--- src/rtl/mhw_pkg.sv ---
package mhw_pkg;

  localparam int unsigned MHW_LANES = 32;
  localparam int unsigned MHW_CW    = 6;

  typedef enum logic [1:0] {
    PH_IDLE = 2'd0,
    PH_ACC  = 2'd1,
    PH_FIN  = 2'd2
  } mhw_phase_e;

endpackage

--- src/rtl/mhw_lane_pair.sv ---
module mhw_lane_pair #(
  parameter int unsigned CW = 6
) (
  input  logic          clk,
  input  logic          rst_n,
  input  logic          clr,
  input  logic          add,
  input  logic          x1,
  input  logic          x2,
  input  logic          x3,
  input  logic [CW-1:0] r_in,
  output logic [CW-1:0] c1,
  output logic [CW-1:0] c2
);

  localparam logic [CW-1:0] ONE = CW'(1);

  // A2 = x - r with x = (x1^x2)^x3, written with b^m = m + b*(1-2m)
  // so that the XOR of all three shares is never formed.
  function automatic logic [CW-1:0] second_share(
    input logic x1_f, input logic x2_f, input logic x3_f,
    input logic [CW-1:0] r_f);
    logic [CW-1:0] t;
    t = {{(CW-1){1'b0}}, x3_f} - r_f;
    if (x1_f ^ x2_f) t = x3_f ? (t - ONE) : (t + ONE);
    return t;
  endfunction

  logic [CW-1:0] a1;
  logic [CW-1:0] a2;
  logic [CW-1:0] share_sum;

  assign a1 = r_in;
  assign a2 = second_share(x1, x2, x3, r_in);
  assign share_sum = a1 + a2;

  always_ff @(posedge clk or negedge rst_n) begin
    if (!rst_n) begin
      c1 <= '0;
      c2 <= '0;
    end else if (clr) begin
      c1 <= '0;
      c2 <= '0;
    end else if (add) begin
      c1 <= c1 + a1;
      c2 <= c2 + a2;
    end
  end


  conv_sum_chk: assert property (@(posedge clk) disable iff (!rst_n)
    share_sum == {{(CW-1){1'b0}}, (x1 ^ x2 ^ x3)});


  idle_hold_chk: assert property (@(posedge clk) disable iff (!rst_n)
    (!clr && !add) |=> ($stable(c1) && $stable(c2)));


  clr_zero_chk: assert property (@(posedge clk) disable iff (!rst_n)
    clr |=> (c1 == '0 && c2 == '0));

endmodule

--- src/rtl/mhw_share_sum.sv ---
module mhw_share_sum #(
  parameter int unsigned LANES = 32,
  parameter int unsigned CW    = 6
) (
  input  logic [LANES*CW-1:0] c1_flat,
  input  logic [LANES*CW-1:0] c2_flat,
  output logic [CW-1:0]       total
);

  logic [CW-1:0] sum1;
  logic [CW-1:0] sum2;

  always_comb begin
    sum1 = '0;
    sum2 = '0;
    for (int i = 0; i < LANES; i++) begin
      sum1 = sum1 + c1_flat[i*CW +: CW];
      sum2 = sum2 + c2_flat[i*CW +: CW];
    end
  end

  assign total = sum1 + sum2;

endmodule

--- src/rtl/masked_hw_accum.sv ---
module masked_hw_accum
  import mhw_pkg::*;
#(
  parameter int unsigned LANES = MHW_LANES,
  parameter int unsigned CW    = MHW_CW
) (
  input  logic                clk,
  input  logic                rst_n,
  input  logic                start,
  input  logic                word_valid,
  input  logic                last,
  input  logic [LANES-1:0]    share1,
  input  logic [LANES-1:0]    share2,
  input  logic [LANES-1:0]    share3,
  input  logic [LANES*CW-1:0] rnd,
  output logic                done,
  output logic [CW-1:0]       weight,
  output logic                is_zero
);

  localparam int unsigned FLATW = LANES * CW;

  mhw_phase_e        phase;
  logic              accept;
  logic              final_word;
  logic [FLATW-1:0]  c1_flat;
  logic [FLATW-1:0]  c2_flat;
  logic [CW-1:0]     total;

  assign accept     = word_valid && (phase == PH_ACC) && !start;
  assign final_word = accept && last;

  for (genvar g = 0; g < LANES; g++) begin : g_lane
    mhw_lane_pair #(.CW(CW)) lane_i (
      .clk   (clk),
      .rst_n (rst_n),
      .clr   (start),
      .add   (accept),
      .x1    (share1[g]),
      .x2    (share2[g]),
      .x3    (share3[g]),
      .r_in  (rnd[g*CW +: CW]),
      .c1    (c1_flat[g*CW +: CW]),
      .c2    (c2_flat[g*CW +: CW])
    );
  end

  mhw_share_sum #(.LANES(LANES), .CW(CW)) sum_i (
    .c1_flat (c1_flat),
    .c2_flat (c2_flat),
    .total   (total)
  );

  always_ff @(posedge clk or negedge rst_n) begin
    if (!rst_n) begin
      phase   <= PH_IDLE;
      done    <= 1'b0;
      weight  <= '0;
      is_zero <= 1'b0;
    end else if (start) begin
      phase <= PH_ACC;
      done  <= 1'b0;
    end else begin
      done <= 1'b0;
      case (phase)
        PH_ACC:  if (final_word) phase <= PH_FIN;
        PH_FIN: begin
          phase   <= PH_IDLE;
          done    <= 1'b1;
          weight  <= total;
          is_zero <= (total == '0);
        end
        default: phase <= PH_IDLE;
      endcase
    end
  end


  done_pulse_chk: assert property (@(posedge clk) disable iff (!rst_n)
    done |=> !done);


  done_latency_chk: assert property (@(posedge clk) disable iff (!rst_n)
    (final_word && !start) |=> (!done ##1 (done || $past(start))));


  done_closed_chk: assert property (@(posedge clk) disable iff (!rst_n)
    done |-> (phase == PH_IDLE));


  result_hold_chk: assert property (@(posedge clk) disable iff (!rst_n)
    !done |-> ($stable(weight) && $stable(is_zero)));


  zero_flag_chk: assert property (@(posedge clk) disable iff (!rst_n)
    done |-> (is_zero == (weight == '0)));

endmodule

--- config.mk ---
export PLATFORM = sky130hd
export DESIGN_NAME = masked_hw_accum
export DESIGN_NICKNAME = d
export VERILOG_FILES = /design/src/rtl/mhw_pkg.sv /design/src/rtl/mhw_lane_pair.sv /design/src/rtl/mhw_share_sum.sv /design/src/rtl/masked_hw_accum.sv
export SDC_FILE = /design/constraint.sdc
export NUM_CORES = 2
export LEC_CHECK = 0
export ABC_AREA = 0
export BUFFER_PORTS_ARGS = -buffer_cell sky130_fd_sc_hd__buf_4
export CAP_MARGIN = 20
export CORE_MARGIN = 8
export CORE_UTILIZATION = 42
export CTS_CLUSTER_SIZE = 20
export DETAILED_ROUTE_END_ITERATION = 10
export HOLD_SLACK_MARGIN = 0.05
export SLEW_MARGIN = 20
export SYNTH_ARGS = -nofsm -noshare
export SYNTH_HDL_FRONTEND = slang
export SYNTH_SLANG_ARGS = --single-unit
--- constraint.sdc ---
create_clock -name clk -period 24.4 [get_ports clk]
set_clock_uncertainty 0.2 [all_clocks]
set_input_delay 3.66 -clock clk [delete_from_list [all_inputs] [get_ports clk]]
set_output_delay 3.66 -clock clk [all_outputs]
set_load 0.01 [all_outputs]
; ---- Word level (Yosys, flattened, before mapping)
; Index checks and enable logic that the tools add are counted.
[op_classes]
n_addsub = 223
eq_ne = 3
muxes = 197
bitwise_logic = 33
reduce_logical = 7
[op_table]
columns = op, n
row1 = $mux W6, 192
row2 = $add A6 B6 Y6, 127
row3 = $add A6 B1 Y6 const B, 32
row4 = $sub A1 B6 Y6, 32
row5 = $sub A6 B1 Y6 const B, 32
row6 = $xor A1 B1 Y1, 32
row7 = $logic_not A6 Y1, 1
row8 = $mux W2, 3
row9 = $logic_and A1 B1 Y1, 3
row10 = $ne A3 B3 Y1 const B, 1
row11 = $eq A2 B1 Y1 const B, 1
row12 = $eq A2 B2 Y1 const B, 1
row13 = $mux W1, 2
row14 = $reduce_and A2 Y1, 1
row15 = $reduce_bool A2 Y1, 1
row16 = $logic_not A1 Y1, 1
row17 = $not A1 Y1, 1
[word_totals]
regBits = 394

; ---- Logic depth before layout (Yosys ltp)
[logic_depth]
ltp_word = 33
mapped_depth = 27

; ---- By module
; A second synthesis with hierarchy kept.
[unflattened]
cells_unflattened = 5247
hier_area_um2 = 49678.9
[modules_own_cells]
columns = mod, n_inst, cells_each, area_each_um2, seq_area_each_um2
row1 = mhw_lane_pair at g_lane[0].lane_i ..., 27, 139, 1288.7, 300.3
row2 = mhw_share_sum, 1, 782, 8037.7, 0.0
row3 = mhw_lane_pair at g_lane[5].lane_i ..., 5, 137, 1290.0, 300.3
row4 = masked_hw_accum, 1, 27, 395.4, 250.2

; ---- Worst setup path after synthesis
; OpenSTA, ideal clock, no wires.
[synth_path]
path_type = register to register
startpoint = register g_lane[12].lane_i.c1[3]
endpoint = register is_zero
setup_ps = 120
arrival_ps = 7502
path_slack_ps = 16579
path_stages_with_launch = 26
cell_sequence = dfrtp_1 -> fa_1 -> inv_1 -> fa_1 -> inv_1 -> fa_1 -> inv_1 -> fa_1 -> inv_1 -> fa_1 -> fa_1 -> fa_1 -> fa_1 -> inv_1 -> fa_1 -> fa_1 -> inv_1 -> ha_1 -> a21o_1 -> a21oi_1 -> xnor2_1 -> xnor2_1 -> xnor3_1 -> xnor2_1 -> xnor2_1 -> a31o_1
[synth_between]
elab_chain_len = 22
[synth_lines]
columns = item, line
row1 = "start, declared", mhw_lane_pair.sv:12  ; output logic [CW-1:0] c1,
row2 = "start signal, assigned", mhw_lane_pair.sv:45  ; c1 <= c1 + a1;
row3 = $add A6 B6 Y6 (20 in a row), mhw_share_sum.sv:17  ; sum1 = sum1 + c1_flat[i*CW +: CW];
row4 = $add A6 B6 Y6, mhw_share_sum.sv:22  ; assign total = sum1 + sum2;
row5 = $logic_not A6 Y1, masked_hw_accum.sv:71  ; is_zero <= (total == '0);
row6 = "end signal, assigned", masked_hw_accum.sv:71
row7 = "end, declared", masked_hw_accum.sv:18  ; output logic is_zero
; No other way between the ends.
; A chain may end at the register's enable or synchronous reset.

; ---- Final worst setup path
[layout_path]
startpoint = register g_lane[15].lane_i.c1[3]
endpoint = register is_zero
[layout_between]
elab_chain_len = 19
[layout_lines]
columns = item, line
row1 = "start, declared", mhw_lane_pair.sv:12
row2 = "start signal, assigned", mhw_lane_pair.sv:45
row3 = $add A6 B6 Y6 (17 in a row), mhw_share_sum.sv:17
row4 = $add A6 B6 Y6, mhw_share_sum.sv:22
row5 = $logic_not A6 Y1, masked_hw_accum.sv:71
; No other way between the ends.

==> key figures <==
Outcome
  – Outcome: completed

GRT
  – GRT Util Overall: 0.201
  – Initial antenna violation count: 8
  – Largest net degree at the start of global routing: between 150 and 200
  – Global-route wire length before repair: between 150,000 and 200,000 µm
  – Global route overflow: 0
  – Vias in the first global route: around 35,000

Synthesis
  – Post-synthesis instance area: around 44,000 µm²
  – Unique cell type count in the Yosys netlist: 37
  – Yosys reg bits: 394
  – Yosys Warn Count: 0
  – Sequential share of the synthesized area: 0.222
  – Post-Syn Nets: approximately 6,300
  – EDFF count, synth: 0
  – Synth Flop Type: dfrtp_1
  – Cells after Synth: ~5,000
  – Async SR Flop Fraction: 1.00
  – Post-Syn Area per Cell: approximately 8.6 µm²

Placement
  – DP HPWL: 93,000 µm
  – Port bufs: 300
  – Placed Area: 48,000 µm²
  – Routability Congestion: between 0.8 and 0.9

Setup path
  – CP peak stage delay: around 0.6 ns
  – Most frequent CP cell: fa_1
  – WP depth: 25
  – Critical path type: flip-flop to flip-flop
  – Kind of end point of the critical path: flip-flop
  – CP arrival: ~8.5 ns
  – Worst path bufs/invs: 6
  – Max stage delay cell, worst path: fa_1
  – Crit-path leading delay family: adder cells
  – CP Data Required Time: approximately 25 ns
  – Startpoint Class: flip-flop
  – Peak fanout along the critical path: 3
  – Reg2Reg Depth: 25

Clock network
  – Number of post-CTS setup repair buffers: 0
  – CTS Sinks: between 300 and 400
  – Clock Latency Late Sink: roughly 0.61 ns
  – Clock Pin Slew Worst Setup and Hold Paths: approximately 0.060 ns
  – Hold-fix buffers at CTS: 0
  – Clk buf depth: 3
  – Post-CTS resize count: 0
  – H-tree levels: 2
  – Root Driver: clkbuf_16
  – CTS Buf Count: 50
  – CTS tree: done

STA
  – Slew headroom: 0.255
  – Slew @ Worst Pin: about 1.1 ns
  – Min Tclk post-route: around 8.2 ns
  – Setup TNS: 0 ns
  – Final Hold Fails: 0
  – Fmax: about 120 MHz
  – Pins Over Slew Limit: 0
  – Setup Viol. Count Final: 0
  – Crit share post-route: 0.335
  – RSZ-0062 raised after global routing: no

Floorplanning
  – Die Height: ~340 µm
  – I/O pin count: 301
  – Die Wd: 341 µm
  – Rows: between 100 and 150
  – Die Area: 116,000 µm²
  – Core Box Area: approximately 110,000 µm²
  – Initial Util: 0.422

Min path
  – Worst hold stages: 2
  – Worst hold path type: flip-flop to flip-flop

Flow run
  – Max-cap violations: 0

Layout
  – Most frequent cells in the layout: inv_1, a21oi_1, nand2_1
  – Share of layout cells above drive strength 1: 0.0763
  – P&R area growth vs syn: 12.1%
  – Final net count: 6,516
  – Commonest non-fill, non-tap cell in the layout: inv_1
  – Fin area: approximately 50,000 µm²
  – Filler cells: 10,187

Detailed routing
  – DR vias: ~34,000
  – Vias per cell: approximately 5.0
  – Post-DR wirelength/cell: around 17 µm
  – Final antenna-violating net count: 0
  – First-pass DRT Iterations: 5
  – DRT iter0 DRCs: ~1,800
  – Total wire length: around 120,000 µm
  – DRC viols: 0
[metal layers]
metal	GRT usage	routed length [µm]
met5	0	27
met4	0.0514	3050
met3	0.0295	5290
met2	0.327	54200
met1	0.281	55300
[worst min-delay path, cell delays in order, from the launching register on]
cell	delay, ns
dfrtp_1	0.35
nand2_1	0.05
nand2_1	0.05
[final cells by class]
class,count,area [µm²],share of cell area
clock buffers,70,1500,0.0302
flip-flops and latches,394,9860,0.198
inverters,731,2740,0.0552
clock inverters,16,191,0.00385
well taps,1391,1740,0.0350
repair buffers,319,2430,0.0490
multi-input cells,3873,31300,0.628
diodes,4,10.0,0.000201
[path summary, 6_finish.rpt]
path                                          from                 endpoint  slack, ns
max in group asynchronous                    rst_n  g_lane[29].lane_i.c2[4]      18.21
min reg2reg                              weight[4]                weight[4]       0.28
min in group asynchronous                    rst_n  g_lane[11].lane_i.c2[5]       2.80
max                        g_lane[15].lane_i.c1[3]                  is_zero      16.22
min                                      weight[4]                weight[4]       0.28
max reg2reg                g_lane[15].lane_i.c1[3]                  is_zero      16.22
[kinds of logic after synthesis]
| logic type | synth area share |
|---|---|
| AO/OA/AOI/OAI | 0.149 |
| AND/OR/NAND/NOR | 0.107 |
| buffers and inverters | 0.0738 |
| adder cells (fa/ha/maj) | 0.294 |
| XOR/XNOR | 0.145 |
| flip-flops | 0.222 |
| multiplexers | 0.00975 |
[sequential cells by signal, indices dropped and copies added (netlist names)]
signal / count
g_lane.lane_i.c1: 192
g_lane.lane_i.c2: 192
weight: 6
phase: 2
done: 1
is_zero: 1
[cell usage after synthesis, drive strengths merged (5+ instances only)]
cell | count | share of area
inv | 731 | 0.062
a21oi | 609 | 0.069
nand2 | 596 | 0.050
xnor2 | 549 | 0.11
ha | 540 | 0.15
dfrtp | 394 | 0.22
fa | 314 | 0.14
nor2 | 291 | 0.025
xor2 | 184 | 0.036
o21ai | 156 | 0.018
clkbuf | 138 | 0.012
a21o | 122 | 0.021
o21bai | 99 | 0.017
a211oi | 64 | 0.011
o31ai | 42 | 0.0071
nor2b | 35 | 0.0049
mux2i | 32 | 0.0072
nor3 | 32 | 0.0036
or3 | 32 | 0.0045
nor3b | 31 | 0.0052
and3 | 30 | 0.0042
nand3 | 21 | 0.0024
or4 | 21 | 0.0036
o21a | 17 | 0.0029
a21boi | 12 | 0.0020
nand3b | 12 | 0.0020
mux2 | 10 | 0.0025
nand2b | 5 | 0.00070
[metrics by stage]
stage          hold slack (ns)  setup slack (ns)  utilization  std cells
6_report                 0.282             16.22        0.473       6798
4_1_cts                  0.282             16.18        0.473       6794
5_1_grt                  0.331             15.84        0.473       6797
3_5_place_dp             0.270             16.15        0.457       6708
2_1_floorplan            0.314             16.58            -       5139
3_3_place_gp             0.267             16.21        0.457       6708
Power is left out: the tool's default activity adds up to more than one toggle a clock period on the data nets, which glitch-free logic cannot reach.
